File: config.mk
export PLATFORM = sky130hd
export DESIGN_NAME = banked_iram
export DESIGN_NICKNAME = d
export VERILOG_FILES = /design/src/rtl/bram_pkg.sv /design/src/rtl/bram_rst_sync.sv /design/src/rtl/bram_ptr_regs.sv /design/src/rtl/bram_addr_map.sv /design/src/rtl/bram_store.sv /design/src/rtl/banked_iram.sv
export SDC_FILE = /design/constraint.sdc
export NUM_CORES = 1
export LEC_CHECK = 0
export BUFFER_PORTS_ARGS = -buffer_cell sky130_fd_sc_hd__buf_4
export CAP_MARGIN = 40
export CORE_MARGIN = 5
export CORE_UTILIZATION = 28
export DETAILED_ROUTE_END_ITERATION = 7
export MAX_ROUTING_LAYER = met4
export SLEW_MARGIN = 20
export SYNTH_ARGS = -nofsm -noshare
export SYNTH_HDL_FRONTEND = slang
export SYNTH_SLANG_ARGS = --single-unit
File: constraint.sdc
create_clock -name clk -period 0.9 [get_ports clk]
set_input_delay 0.225 -clock clk [delete_from_list [all_inputs] [get_ports clk]]
set_output_delay 0.225 -clock clk [all_outputs]
set_load 0.05 [all_outputs]
File: src/rtl/bram_pkg.sv
package bram_pkg;

  typedef enum logic [3:0] {
    OP_NOP     = 4'd0,
    OP_RD_BYTE = 4'd1,
    OP_WR_BYTE = 4'd2,
    OP_RD_REG  = 4'd3,
    OP_WR_REG  = 4'd4,
    OP_RD_BIT  = 4'd5,
    OP_SET_BIT = 4'd6,
    OP_CLR_BIT = 4'd7,
    OP_PUSH    = 4'd8,
    OP_POP     = 4'd9,
    OP_LD_SP   = 4'd10,
    OP_LD_BANK = 4'd11
  } op_e;

  function automatic logic op_is_read(op_e o);
    return (o == OP_RD_BYTE) || (o == OP_RD_REG) || (o == OP_RD_BIT) || (o == OP_POP);
  endfunction

endpackage

File: src/rtl/bram_rst_sync.sv
module bram_rst_sync (
  input  logic clk,
  input  logic rst_n,
  output logic rst_sync_n
);
  logic stage_q;

  always_ff @(posedge clk or negedge rst_n) begin
    if (!rst_n) begin
      stage_q    <= 1'b0;
      rst_sync_n <= 1'b0;
    end else begin
      stage_q    <= 1'b1;
      rst_sync_n <= stage_q;
    end
  end
endmodule

File: src/rtl/bram_ptr_regs.sv
module bram_ptr_regs
  import bram_pkg::*;
#(
  parameter int AW     = 7,
  parameter int BW     = 2,
  parameter int SP_RST = 7
) (
  input  logic          clk,
  input  logic          rst_n,
  input  op_e           op,
  input  logic [AW-1:0] sp_load,
  input  logic [BW-1:0] bank_load,
  output logic [AW-1:0] sp_q,
  output logic [AW-1:0] sp_inc,
  output logic [BW-1:0] bank_q
);
  logic [AW-1:0] sp_d;
  logic          sp_en;
  logic          bank_en;

  assign sp_inc = sp_q + AW'(1);

  always_comb begin
    sp_en = 1'b0;
    sp_d  = sp_q;
    unique case (op)
      OP_PUSH:  begin sp_en = 1'b1; sp_d = sp_inc;         end
      OP_POP:   begin sp_en = 1'b1; sp_d = sp_q - AW'(1);  end
      OP_LD_SP: begin sp_en = 1'b1; sp_d = sp_load;        end
      default:  ;
    endcase
    bank_en = (op == OP_LD_BANK);
  end

  always_ff @(posedge clk or negedge rst_n) begin
    if (!rst_n)     sp_q <= AW'(SP_RST);
    else if (sp_en) sp_q <= sp_d;
  end

  always_ff @(posedge clk or negedge rst_n) begin
    if (!rst_n)       bank_q <= '0;
    else if (bank_en) bank_q <= bank_load;
  end

  p_push_incr_r7: assert property (@(posedge clk) disable iff (!rst_n)
    (op == OP_PUSH) |=> (sp_q == $past(sp_q) + AW'(1)));

  p_pop_decr_r8: assert property (@(posedge clk) disable iff (!rst_n)
    (op == OP_POP) |=> (sp_q == $past(sp_q) - AW'(1)));

  p_sp_hold_r9: assert property (@(posedge clk) disable iff (!rst_n)
    !(op inside {OP_PUSH, OP_POP, OP_LD_SP}) |=> $stable(sp_q));

  p_bank_hold_r3: assert property (@(posedge clk) disable iff (!rst_n)
    (op != OP_LD_BANK) |=> $stable(bank_q));
endmodule

File: src/rtl/bram_addr_map.sv
module bram_addr_map
  import bram_pkg::*;
#(
  parameter int AW       = 7,
  parameter int RW       = 3,
  parameter int BW       = 2,
  parameter int BPW      = 3,
  parameter int BIT_BASE = 32
) (
  input  op_e            op,
  input  logic [AW-1:0]  dir_addr,
  input  logic [RW-1:0]  reg_idx,
  input  logic [BW-1:0]  bank,
  input  logic [AW-1:0]  bit_addr,
  input  logic [AW-1:0]  sp_q,
  input  logic [AW-1:0]  sp_inc,
  output logic [AW-1:0]  addr,
  output logic [BPW-1:0] bit_pos
);
  localparam int REG_AW = RW + BW;

  logic [AW-1:0] reg_addr;
  logic [AW-1:0] bit_byte;

  assign reg_addr = AW'({bank, reg_idx});
  assign bit_byte = AW'(BIT_BASE) + AW'(bit_addr >> BPW);
  assign bit_pos  = bit_addr[BPW-1:0];

  always_comb begin
    unique case (op)
      OP_RD_REG, OP_WR_REG:              addr = reg_addr;
      OP_RD_BIT, OP_SET_BIT, OP_CLR_BIT: addr = bit_byte;
      OP_PUSH:                           addr = sp_inc;
      OP_POP:                            addr = sp_q;
      default:                           addr = dir_addr;
    endcase
  end

  initial begin
    assert (REG_AW <= AW) else $error("register space wider than address");
  end
endmodule

File: src/rtl/bram_store.sv
module bram_store
  import bram_pkg::*;
#(
  parameter int AW  = 7,
  parameter int DW  = 8,
  parameter int BPW = 3
) (
  input  logic           clk,
  input  logic           rst_n,
  input  op_e            op,
  input  logic [AW-1:0]  addr,
  input  logic [BPW-1:0] bit_pos,
  input  logic [DW-1:0]  wdata,
  output logic [DW-1:0]  rdata_q,
  output logic           rvalid_q
);
  localparam int DEPTH = 1 << AW;

  logic [DW-1:0] mem_q [DEPTH];
  logic [DW-1:0] cur;
  logic [DW-1:0] mask;
  logic [DW-1:0] wbyte;
  logic [DW-1:0] rd_byte;
  logic          we;
  logic          rd_en;

  assign cur  = mem_q[addr];
  assign mask = DW'(1) << bit_pos;

  always_comb begin
    we    = 1'b0;
    wbyte = wdata;
    unique case (op)
      OP_WR_BYTE, OP_WR_REG, OP_PUSH: we = 1'b1;
      OP_SET_BIT: begin we = 1'b1; wbyte = cur | mask;  end
      OP_CLR_BIT: begin we = 1'b1; wbyte = cur & ~mask; end
      default: ;
    endcase
    rd_en   = op_is_read(op);
    rd_byte = (op == OP_RD_BIT) ? {{(DW-1){1'b0}}, cur[bit_pos]} : cur;
  end

  always_ff @(posedge clk) begin
    if (we) mem_q[addr] <= wbyte;
  end

  always_ff @(posedge clk or negedge rst_n) begin
    if (!rst_n) begin
      rvalid_q <= 1'b0;
      rdata_q  <= '0;
    end else begin
      rvalid_q <= rd_en;
      if (rd_en) rdata_q <= rd_byte;
    end
  end

  p_set_sticks_r5: assert property (@(posedge clk) disable iff (!rst_n)
    (op == OP_SET_BIT) |=> (mem_q[$past(addr)] == ($past(cur) | $past(mask))));

  p_clr_sticks_r5: assert property (@(posedge clk) disable iff (!rst_n)
    (op == OP_CLR_BIT) |=> (mem_q[$past(addr)] == ($past(cur) & ~$past(mask))));

  p_push_stores_r7: assert property (@(posedge clk) disable iff (!rst_n)
    (op == OP_PUSH) |=> (mem_q[$past(addr)] == $past(wdata)));

  p_bitread_narrow_r6: assert property (@(posedge clk) disable iff (!rst_n)
    (op == OP_RD_BIT) |=> (rvalid_q && (rdata_q[DW-1:1] == '0)));
endmodule

File: src/rtl/banked_iram.sv
module banked_iram
  import bram_pkg::*;
#(
  parameter int DW       = 8,
  parameter int AW       = 7,
  parameter int PW       = 8,
  parameter int RW       = 3,
  parameter int BW       = 2,
  parameter int BIT_BASE = 32,
  parameter int SP_RST   = 7
) (
  input  logic          clk,
  input  logic          rst_n,
  input  logic [3:0]    op_i,
  input  logic [PW-1:0] dir_addr_i,
  input  logic [RW-1:0] reg_idx_i,
  input  logic [AW-1:0] bit_addr_i,
  input  logic [DW-1:0] wdata_i,
  output logic [DW-1:0] rdata_o,
  output logic          rvalid_o,
  output logic [PW-1:0] sp_o,
  output logic [BW-1:0] bank_o
);
  localparam int BPW = $clog2(DW);

  op_e            op_c;
  logic           rst_sync_n;
  logic [AW-1:0]  sp_q;
  logic [AW-1:0]  sp_inc;
  logic [BW-1:0]  bank_q;
  logic [AW-1:0]  addr;
  logic [BPW-1:0] bit_pos;
  logic           unused_hi_addr;

  assign op_c           = op_e'(op_i);
  assign unused_hi_addr = ^dir_addr_i[PW-1:AW];

  bram_rst_sync u_rst_sync (
    .clk        (clk),
    .rst_n      (rst_n),
    .rst_sync_n (rst_sync_n)
  );

  bram_ptr_regs #(.AW(AW), .BW(BW), .SP_RST(SP_RST)) u_ptr (
    .clk       (clk),
    .rst_n     (rst_sync_n),
    .op        (op_c),
    .sp_load   (wdata_i[AW-1:0]),
    .bank_load (wdata_i[BW-1:0]),
    .sp_q      (sp_q),
    .sp_inc    (sp_inc),
    .bank_q    (bank_q)
  );

  bram_addr_map #(.AW(AW), .RW(RW), .BW(BW), .BPW(BPW), .BIT_BASE(BIT_BASE)) u_map (
    .op       (op_c),
    .dir_addr (dir_addr_i[AW-1:0]),
    .reg_idx  (reg_idx_i),
    .bank     (bank_q),
    .bit_addr (bit_addr_i),
    .sp_q     (sp_q),
    .sp_inc   (sp_inc),
    .addr     (addr),
    .bit_pos  (bit_pos)
  );

  bram_store #(.AW(AW), .DW(DW), .BPW(BPW)) u_store (
    .clk      (clk),
    .rst_n    (rst_sync_n),
    .op       (op_c),
    .addr     (addr),
    .bit_pos  (bit_pos),
    .wdata    (wdata_i),
    .rdata_q  (rdata_o),
    .rvalid_q (rvalid_o)
  );

  assign sp_o   = PW'(sp_q);
  assign bank_o = bank_q;

  p_read_strobe_r10: assert property (@(posedge clk) disable iff (!rst_sync_n)
    op_is_read(op_c) |=> rvalid_o);

  p_idle_strobe_r10: assert property (@(posedge clk) disable iff (!rst_sync_n)
    !op_is_read(op_c) |=> !rvalid_o);

  p_sp_msb_r9: assert property (@(posedge clk) disable iff (!rst_sync_n)
    (op_c == OP_LD_SP) |=> (sp_o[PW-1:AW] == '0) && (sp_o[AW-1:0] == $past(wdata_i[AW-1:0])));
endmodule

==> results.md <==
* Grt ovf at 0
* Worst Hold Class: input pin to flop
* Max VDD drop at 1640 uV
* HPWL after DPL at 99,200 um
* Worst hold path depth at 5
* Routed WL at 152,000 um
* Row Count at 143
* Initial core utilization at 0.282
* Buffers on Ports at 48
* Flop-to-flop setup slack at -3.70 ns
* Final setup vio count at 2,083
* TritonCTS buffer count at 103
* Cells on worst reg2reg path at 19
* Fillers at 14,200
* Post-synthesis sequential area ratio at 0.730
* Data arrival, critical path at 5.03 ns
* WHS Endpoint: u_ptr.sp_q[6]
* Worst-path clk slew at 0.07 ns
* GR Util All Layers at 0.185
* # IOs at 51
* Core area at 0.152 mm2
* DRT Pass-1 Iters at 5
* CTS tree: built
* Worst-Skew Late Latency at 0.71 ns
* YS warnings at 0
* WL per Instance at 26.4 um
* Initial antenna violation count at 4
* Max cap viols at 0
* Multi-input logic area at 0.0112 mm2
* Main synth FF type: edfxtp_1
* Synth Instances at 2,907
* Clk sinks at 1,044
* Storage cell area at 0.0313 mm2
* Vias in the first global route at 29,200
* Leak pwr at 19.6 nW
* Placed cells at 5,504
* Reg2reg end: u_store.mem_q[99][1]
* Largest net degree at the start of global routing at 77
* Worst Path Required at 1.33 ns
* Root Driver: clkbuf_16
* Wire length of the first global-routing pass at 214,000 um
* CTS Buffer Depth at 3
* Worst hold slack at 0.0524 ns
* Post-layout nets at 3,667
* Cell area power density at 2200 mW/mm2
* Post-route ant nets at 0
* Simple-gate share of the synthesized area at 0.0908
* Final setup margin at -3.70 ns
* Mux cell area share after synthesis at 0.0503
* # H-tree levels at 3
* Largest family of logic cells by synthesized area: compound AO/OA/AOI/OAI gates
* Critical Path Start Type: flop
* Number of synthesized flops with an enable pin at 1,024
* R2R Path Start: u_ptr.sp_q[1]
* Complex-gate fraction of the synthesized area at 0.103
* Die width at 401 um
* Final Util at 0.369
* Worst Hold Launch: wdata_i[6]
* Syn_area_per_cell at 14.7 um2
* Status: complete, but fails checks
* Fin crit share at 5.11
* Cell Count, Final, Fillers Out at 5,746
* Post-Synth XOR/XNOR Area at 0.00102
* Routed via count at 30,500
* DRC at 0
* Final Skew at 0.0387 ns
* Crit-path max FO at 8
* Vias per cell at 5.31
* Ys async rst share at 0.0192
* Max Freq at 217 MHz
* RD Place Congestion at 0.996
* Worst slew margin relative to its limit at 0.461
* Final Hold Vio Count at 0
* Share of layout cells above drive strength 1 at 0.318
* Area Growth Syn to Fin at 31.1%
* Final Max Slew Viols at 0
* Worst Tran Pin Value at 0.805 ns
* Synth unique cells at 100
* 1st-iter DRT viols at 4,410
* Setup TNS at -6097.50 ns
* Mapped Nets at 2,941
* Unrepaired setup endpoints after global routing: true
* Post-Synth Adder-Cell Area at 0.000585
* Die area at 0.161 mm2
* Violated checks: setup timing
* Height of the die at 401 um
* Number of synthesized register bits at 1,044
* Crit end category: flop
* Mapped cell area at 0.0428 mm2
* Crit path kind: flop to flop
* Minimum clock period at 4.60 ns
==> worst max path at each step <==
stage	startpoint	to	slack [ns]	cells after the start
floorplan	u_ptr.sp_q[1]	u_store.mem_q[0][0]	-4.30	15
global placement	u_ptr.sp_q[1]	u_store.mem_q[97][7]	-4.13	15
detailed placement	u_ptr.sp_q[1]	u_store.mem_q[97][7]	-4.16	15
CTS	u_ptr.sp_q[1]	u_store.mem_q[90][2]	-3.60	19
global route	u_ptr.sp_q[1]	u_store.mem_q[99][1]	-3.76	19
finish	u_ptr.sp_q[1]	u_store.mem_q[99][1]	-3.70	19
==> logic make-up (layout without fill, tap and decap cells) <==
logic type               Yosys count  in the layout
flip-flops                      1044           1044
AND/OR/NAND/NOR                  872            872
AO/OA/AOI/OAI                    625            626
XOR/XNOR                           5              5
buffers and inverters            211           1015
adder cells (fa/ha/maj)            2              2
other                              2              6
multiplexers                     146            146
==> metrics by stage <==
stage | instance area, um2 | power, mW | setup WS [ns]
finish | 56100 | 124 | -3.70
global route | 56100 | 127 | -3.76
CTS | 55400 | 123 | -3.60
detailed placement | 51300 | 78.7 | -4.16
global placement | 51200 | 78.5 | -4.13
floorplan | 43000 | 66.4 | -4.30
==> power breakdown <==
group / switching (mW) / internal (mW) / total, mW
Combinational: 15.3 / 10.1 / 25.4
Clock: 18.8 / 24.6 / 43.5
Sequential: 0.349 / 54.4 / 54.8
Total: 34.4 / 89.2 / 124
==> layer usage <==
| layer | global-route usage | vias up | routed length (um) |
|---|---|---|---|
| li1 | - | 12900 | - |
| met1 | 0.246 | 15300 | 59700 |
| met2 | 0.275 | 1941 | 67600 |
| met3 | 0.0375 | 389 | 16500 |
| met4 | 0.0792 | 0 | 8000 |
| met5 | - | - | 0 |
==> critical path: stages (launching register included) <==
cell and delay, ns:
dfstp_4 0.66, inv_4 0.05, ha_4 0.23, mux2_4 0.29, and2_4 0.18, nor3_4 0.15
buf_12 0.15, buf_6 0.13, nor2_4 0.06, buf_4 0.22, a22oi_2 0.26, o221a_2 0.29
nor3_1 0.07, or4_4 0.44, nor4_4 0.27, buf_4 0.16, mux2_4 0.20, o21ai_4 0.09
buf_12 0.21, clkbuf_16 0.18
==> registers in the layout, summed over array words and instances (netlist names) <==
| name | count |
|---|---|
| u_rst_sync.rst_sync_n | 1 |
| u_store.rvalid_q | 1 |
| u_store.rdata_q | 8 |
| u_ptr.bank_q | 2 |
| u_store.mem_q | 1024 |
| u_ptr.sp_q | 7 |
| u_rst_sync.stage_q | 1 |
==> final cells by class <==
class                   instances  share of cell area
diodes                          4            0.000178
clock buffers                 120              0.0482
clock inverters                64              0.0115
inverters                      10            0.000758
multi-input cells            1653               0.199
flip-flops and latches       1044               0.557
well taps                    2030              0.0453
repair buffers                821               0.138
==> what timing repair did <==
action,in CTS,in global routing
cloned,10,11
endpoints found under the hold margin,7,0
endpoints found under the setup margin,2083,2083
buffers inserted,13,12
hold buffers,7,0
gates resized for setup,54,79
pin swaps,16,33
==> cells in the final DEF, fill, tap and decap left out, types with 10 or more instances in the layout <==
master and count:
a31oi_1 33, nand2_1 438, clkinv_2 25, mux4_2 52, nand4_1 21, nor3_1 13
clkbuf_16 111, o22ai_1 12, buf_6 20, a221oi_1 28, dfrtp_1 16, nor2_1 168
clkbuf_1 12, edfxtp_1 1024, mux2_2 27, nand3_1 105, a311oi_1 15, a211oi_1 63
buf_12 85, a32oi_1 17, clkinv_1 21, o211ai_1 12, a21oi_1 166, a211oi_2 10
bufinv_16 11, a22oi_1 66, buf_4 686, and3_1 44, a22o_1 19, o21ai_0 38
mux2i_1 59
==> synthesized netlist by cell type (9+ instances only) <==
cell type  instances  area (um2)
a21oi_1          170         851
nand2_1          441        1660
a311oi_1          18         158
nor3_1            17        85.1
a22oi_1           70         526
mux2_2            30         338
a221oi_1          34         298
mux4_2            52        1170
o21ai_0           47         235
buf_4             14         105
a211oi_1          72         541
edfxtp_1        1024       30700
a22o_1            19         166
buf_2             95         475
nand4_1           21         131
inv_1              9        33.8
clkbuf_1          62         233
nand3_1          106         531
and3_1            49         307
buf_1             22        82.6
a32oi_1           20         175
o211ai_1          12        90.1
dfrtp_1           17         425
a31oi_1           33         206
nor2_1           178         668
o22ai_1           16         100
mux2i_1           63         631
Power figures use the tool's default switching activity.
